## src/rtl/sd2_divmod.sv

```systemverilog
module sd2_divmod #(
  parameter int FRAC_W   = 16,
  parameter int INT_W    = 8,
  parameter int OUT_W    = 3,
  parameter int LFSR_W   = 23,
  parameter int LFSR_TAP = 18,
  parameter int DIV_MIN  = 4,
  parameter int DIV_MAX  = 255,
  parameter int SEED     = 1
) (
  input  logic                    clk,
  input  logic                    rst,
  input  logic                    dither_en,
  input  logic [INT_W-1:0]        int_in,
  input  logic [FRAC_W-1:0]       frac_in,
  output logic signed [OUT_W-1:0] y_out,
  output logic [INT_W-1:0]        div_out
);
  localparam int PW   = FRAC_W + 1;
  localparam int AW   = PW + 4;
  localparam int SW   = INT_W + 2;
  localparam int HALF = 1 << FRAC_W;

  logic [FRAC_W-1:0]       frac_d;
  logic [LFSR_W-1:0]       lfsr;
  logic                    dith;
  logic signed [AW-1:0]    e1, e2, x, v, yw, e;
  logic signed [OUT_W-1:0] y;
  logic signed [SW-1:0]    sum;
  logic [INT_W-1:0]        div_n;

  assign dith = dither_en & lfsr[0];
  assign x  = $signed({{(AW-FRAC_W){1'b0}}, frac_in})
            + $signed({{(AW-FRAC_W){1'b0}}, frac_d})
            + $signed({{(AW-2){1'b0}}, dith, 1'b0});
  assign v  = x + (e1 <<< 1) - e2;
  assign yw = (v + AW'(HALF)) >>> PW;
  assign e  = v - (yw <<< PW);
  assign y  = yw[OUT_W-1:0];

  assign sum = $signed({2'b00, int_in}) + $signed({{(SW-OUT_W){y[OUT_W-1]}}, y});

  always_comb begin
    if (sum < DIV_MIN)      div_n = INT_W'(DIV_MIN);
    else if (sum > DIV_MAX) div_n = INT_W'(DIV_MAX);
    else                    div_n = sum[INT_W-1:0];
  end

  always_ff @(posedge clk) begin
    if (rst) begin
      frac_d  <= '0;
      e1      <= '0;
      e2      <= '0;
      lfsr    <= LFSR_W'(SEED);
      y_out   <= '0;
      div_out <= INT_W'(DIV_MIN);
    end else begin
      frac_d  <= frac_in;
      e1      <= e;
      e2      <= e1;
      lfsr    <= {lfsr[LFSR_W-2:0], lfsr[LFSR_W-1] ^ lfsr[LFSR_TAP-1]};
      y_out   <= y;
      div_out <= div_n;
    end
  end
endmodule

```

## config.mk

```make
export PLATFORM = sky130hd
export DESIGN_NAME = sd2_divmod
export DESIGN_NICKNAME = d
export VERILOG_FILES = /design/src/rtl/sd2_divmod.sv
export SDC_FILE = /design/constraint.sdc
export NUM_CORES = 1
export LEC_CHECK = 0
export CAP_MARGIN = 25
export CORE_MARGIN = 4
export CORE_UTILIZATION = 45
export CTS_CLUSTER_SIZE = 30
export DETAILED_ROUTE_END_ITERATION = 6
export DONT_BUFFER_PORTS = 1
export HOLD_SLACK_MARGIN = 0.03
export SLEW_MARGIN = 30
export SYNTH_ARGS = -nofsm -noshare
export SYNTH_HDL_FRONTEND = slang
export SYNTH_SLANG_ARGS = --single-unit
```

## constraint.sdc

```tcl
create_clock -name clk -period 13.1 [get_ports clk]
set_input_delay 3.93 -clock clk [delete_from_list [all_inputs] [get_ports clk]]
set_output_delay 3.93 -clock clk [all_outputs]
set_load 0.01 [all_outputs]
```

After elaboration in Yosys (flattened, before gate mapping)
Index checks and enable logic that the tools add are counted.
{"block": "op_classes", "addsub": 7, "multipliers": 0, "div_mod_pow": 0, "magnitude_cmp": 2, "n_eq_ne": 0, "shift": 0, "muxes": 1, "bitwise": 2, "reduce_logical": 2}
{"cell": "subtractor 21 bit", "count": 2}
{"cell": "adder 19 x 21 -> 21 bit", "count": 1}
{"cell": "adder 21 x 18 -> 21 bit (second input constant)", "count": 1}
{"cell": "adder 17 x 2 -> 18 bit", "count": 1}
{"cell": "adder 16 x 16 -> 17 bit", "count": 1}
{"cell": "adder 9 x 3 -> 10 bit", "count": 1}
{"cell": "greater-than comparator 10 x 9 -> 1 bit (second input constant)", "count": 1}
{"cell": "less-than comparator 10 x 4 -> 1 bit (second input constant)", "count": 1}
{"cell": "two-way mux 8 bit", "count": 1}
{"cell": "OR reduction 3 bit", "count": 1}
{"cell": "OR reduction 2 bit", "count": 1}
{"cell": "bitwise AND 1 bit", "count": 1}
{"cell": "XOR 1 bit", "count": 1}
{"block": "totals", "ff_bits": 92, "latch_bits": 0, "ramBits": 0, "romBits": 0, "in_bits": 27, "out_inout_bits": 11, "word_cells": 21, "n_memories": 0}

Longest topological paths before layout
{"block": "depth", "depth_word": 8, "ltp_mapped": 36, "ltp_nobuf": 35}

Least setup slack after synthesis
OpenSTA, ideal clock, no wires.
{"block": "synth_timing", "kind": "input port to flip-flop", "start": "input dither_en", "end": "register div_out[6]", "setup_ps": 87, "t_arrival_ps": 10740, "t_required_ps": 13013, "path_slack_ps": 2273, "cell_stages": 36, "n_path_buf": 1, "cell_sequence": "and2_1 fa_1 ha_1 inv_1 fa_1 nor2b_1 o21ai_0 a21oi_1 o21ai_0 a21oi_1 a41oi_1 nand2b_1 a21oi_1 xor2_1 fa_1 inv_1 ha_1 inv_1 o221ai_1 a21oi_1 a211o_1 and3_1 clkbuf_1 inv_1 ha_1 ha_1 fa_1 a21o_1 a21oi_1 nor2b_1 o31ai_1 a21o_1 and3_1 or3b_1 o2111a_2 o31ai_1"}
{"block": "synth_via", "elab_chain_cells": 8, "word_cells_on_any_way": 10, "cone_classes": "5 x add/sub; 2 x order compare; 1 x mux; 1 x bitwise; 1 x reduce/logical"}
{"element": "start: declaration", "line": "13", "source": "input logic dither_en,"}
{"element": "bitwise AND 1 bit (*)", "line": "32", "source": "assign dith = dither_en & lfsr[0];"}
{"element": "adder 17 x 2 -> 18 bit (*)", "line": "35", "source": "+ $signed({{(AW-2){1'b0}}, dith, 1'b0});"}
{"element": "adder 19 x 21 -> 21 bit (*)", "line": "36", "source": "assign v = x + (e1 <<< 1) - e2;"}
{"element": "subtractor 21 bit (*)", "line": "36"}
{"element": "adder 21 x 18 -> 21 bit (*)", "line": "37", "source": "assign yw = (v + AW'(HALF)) >>> PW;"}
{"element": "net y[0]", "line": "28", "source": "logic signed [OUT_W-1:0] y;"}
{"element": "adder 9 x 3 -> 10 bit (*)", "line": "41", "source": "assign sum = $signed({2'b00, int_in}) + $signed({{(SW-OUT_W){y[OUT_W-1]}}, y});"}
{"element": "greater-than comparator 10 x 9 -> 1 bit / less-than comparator 10 x 4 -> 1 bit (equally long branches)", "line": "45, 44"}
{"element": "two-way mux 8 bit / OR reduction 2 bit (equally long branches)"}
{"element": "end signal: assignment", "line": "56", "source": "div_out <= INT_W'(DIV_MIN);"}
{"element": "end signal: assignment", "line": "63", "source": "div_out <= div_n;"}
{"element": "end: declaration", "line": "17", "source": "output logic [INT_W-1:0] div_out"}
The timed path passes the listed nets; every way through them passes the cells marked *.
A chain may end at the register's enable or synchronous reset.

Final worst setup path
Same ends and word-level chain as after synthesis.

==> metrics <==
headroom to the max-slew limit 51.4%; Final setup violation count 0; drt drc 0; first-pass GRT wire length 16.0 mm; post-synthesis cell type count 60; CP Capture Type flop; chip width 117 um; Hold EP lfsr[21]$_SDFF_PP0_; drt wl/cell 13.0 um; number of global-route vias before repair 3470; total clock sinks 90; clock root buffer clkbuf_16; Worst-Skew Late Latency 0.35 ns; total core area 11500 sq um; Post-Route WL 9.27 mm; design area 5730 sq um; most frequent CP cell a21oi_1; fill count 1064; Seq cells post-synth 90; Setup WS pre-CTS 1.38 ns; Setup CP Type primary input to flop; H-tree depth 3; worst min path class flop to flop; critical path's slowest cell xnor2_2; hold path start lfsr[20]$_SDFF_PP0_; Max clock buf depth 2; cells on worst reg2reg path 34; most frequent cells in the layout dfxtp_1 (90), inv_1 (64), ha_1 (61), nor2b_1 (56), nor2_1 (48); routed vias/inst 5.14; Total Nets Final 675; yosys warns 0; final setup TNS 0 ns; DRT Pass-1 Iters 4; critical path fanouts, max 10; Post-DP Area 5430 sq um; final hold vios 0; clock period minus worst slack 11.36 ns; initial antenna violation count 0; Layout area overhead 8.07%; Avg Cell Area, Syn 9.35 sq um; most common cell after layout, fill and taps aside dfxtp_1; hold depth 1; Cell Area, Synth 5300 sq um; fmax 0.0880 GHz; RSZ-0062 raised after global routing no; CTS tree built; row cnt 39; DP Cell Count 698; layout cells sized above 1 6.48%; arrival time worst endpoint 11.61 ns; die area 13600 sq um; Vias 3667; sequential area share after synthesis 34.0%; PortBufs 0; number of max-cap violations 0; max incr delay on CP 0.51 ns; worst r2r dst div_out[6]$_SDFF_PP0_; worst slew pin tran 0.720 ns; placer congestion estimate 0.840; Critical Path RT 13.35 ns; Multi-input gate area 3210 sq um; FF-to-FF Start lfsr[0]$_SDFF_PP1_; Post-CTS Hold Buffers 0; Post-synth top flop dfxtp_1; clk slew on worst S/H paths 0.07 ns; register area 1800 sq um; worst clock skew 0.00872 ns; fin crit share 86.7%; detailed placement HPWL 7.13 mm; final non-filler cell total 714; Cells after Synth 567; post-CTS sizing 0; I/O pin cnt 38; grt ovf 0; Mapped Nets 676; status completed; Post-CTS Setup Inserts 0; GRT Overall Usage 14.8%; post-layout worst setup margin 1.74 ns; Die Ht 117 um; reg-to-reg slack, setup 4.98 ns; number of synthesized flops with an enable pin 0; antenna viol nets, final 0; ANT cells 0; Iteration-0 DRC Markers 141; initial core utilization 46.2%; ys async rst share 0%; pin count of the biggest net entering global routing 88; CP startpoint kind primary input; Max Slew Vio Count 0; total CTS buffers 9; CP Launch Point dither_en
## cell usage after synthesis (3+ instances only)
library cell | instances | share of area [%]
nand3b_1 | 3 | 0.42
o21ai_0 | 20 | 1.9
a211oi_1 | 5 | 0.71
xor2_1 | 12 | 2.0
and3_1 | 3 | 0.35
nor3_1 | 10 | 0.94
fa_1 | 21 | 7.9
a21o_1 | 11 | 1.6
clkbuf_1 | 9 | 0.64
nor2_1 | 48 | 3.4
inv_1 | 64 | 4.5
nand2b_1 | 6 | 0.71
dfxtp_1 | 90 | 34
a211o_1 | 3 | 0.50
ha_1 | 61 | 14
and2_1 | 3 | 0.35
o21a_1 | 8 | 1.1
nand2_1 | 20 | 1.4
a21oi_1 | 27 | 2.5
xnor2_1 | 18 | 3.0
nor2b_1 | 56 | 6.6
o31ai_1 | 5 | 0.71
o21bai_1 | 6 | 0.85
nand3_1 | 9 | 0.85
## per-layer routing
metal	global-route usage [%]	part of all wire, %	vias up
li1	-	-	1903
met1	19.7	49	1710
met2	23.1	45	45
met3	4.77	4.9	9
met4	4.36	1.3	0
met5	0	0	-
## stage by stage
stage | util (%) | hold WS, ns
2_1_floorplan | - | 0.414
3_3_place_gp | 47.3 | 0.417
3_5_place_dp | 47.3 | 0.425
4_1_cts | 50.0 | 0.444
5_1_grt | 50.0 | 0.454
6_report | 50.0 | 0.439
## layout make-up
cell class	count	share of cell area [%]
clock buffer	10	4.00
clock inverter	6	1.27
inverter	64	4.19
tap	143	3.12
multi-input combinational	401	56.0
sequential	90	31.4
## critical path: cells and delay by family
| kind | cells | cell delay [ns] |
|---|---|---|
| adders and majority gates | 6 | 2.25 |
| xor gates and xnor gates | 2 | 0.67 |
| and+or+nand+nor | 10 | 1.83 |
| AOI/OAI and AO/OA | 14 | 2.82 |
| buffers and inverters | 2 | 0.09 |
## flip-flops by register name, indices dropped and copies added, names as in the netlist
name / cells
lfsr: 23
e1: 20
e2: 20
frac_d: 16
div_out: 8
y_out: 3
## how the worst max path moves through the flow
stage / endpoint / cells past startpoint / slack [ns]
after floorplan: div_out[6]$_SDFF_PP0_ / 36 / 2.27
after global placement: div_out[7]$_SDFF_PP0_ / 34 / 1.53
after detailed placement: div_out[6]$_SDFF_PP0_ / 34 / 1.38
after CTS: div_out[6]$_SDFF_PP0_ / 34 / 1.71
after global routing: div_out[7]$_SDFF_PP0_ / 32 / 1.05
final: div_out[6]$_SDFF_PP0_ / 34 / 1.74
## cells by family after synthesis
kind of cell	share of synthesized area, %
AOI/OAI and AO/OA	14.4
xor gates and xnor gates	5.71
adders and majority gates	22.3
buffers and inverters	5.52
DFF	34.0
muxes	0.189
and+or+nand+nor	17.9
Power is not shown: default switching activity piles up to over one toggle a cycle in this logic, so the estimate is an artifact.
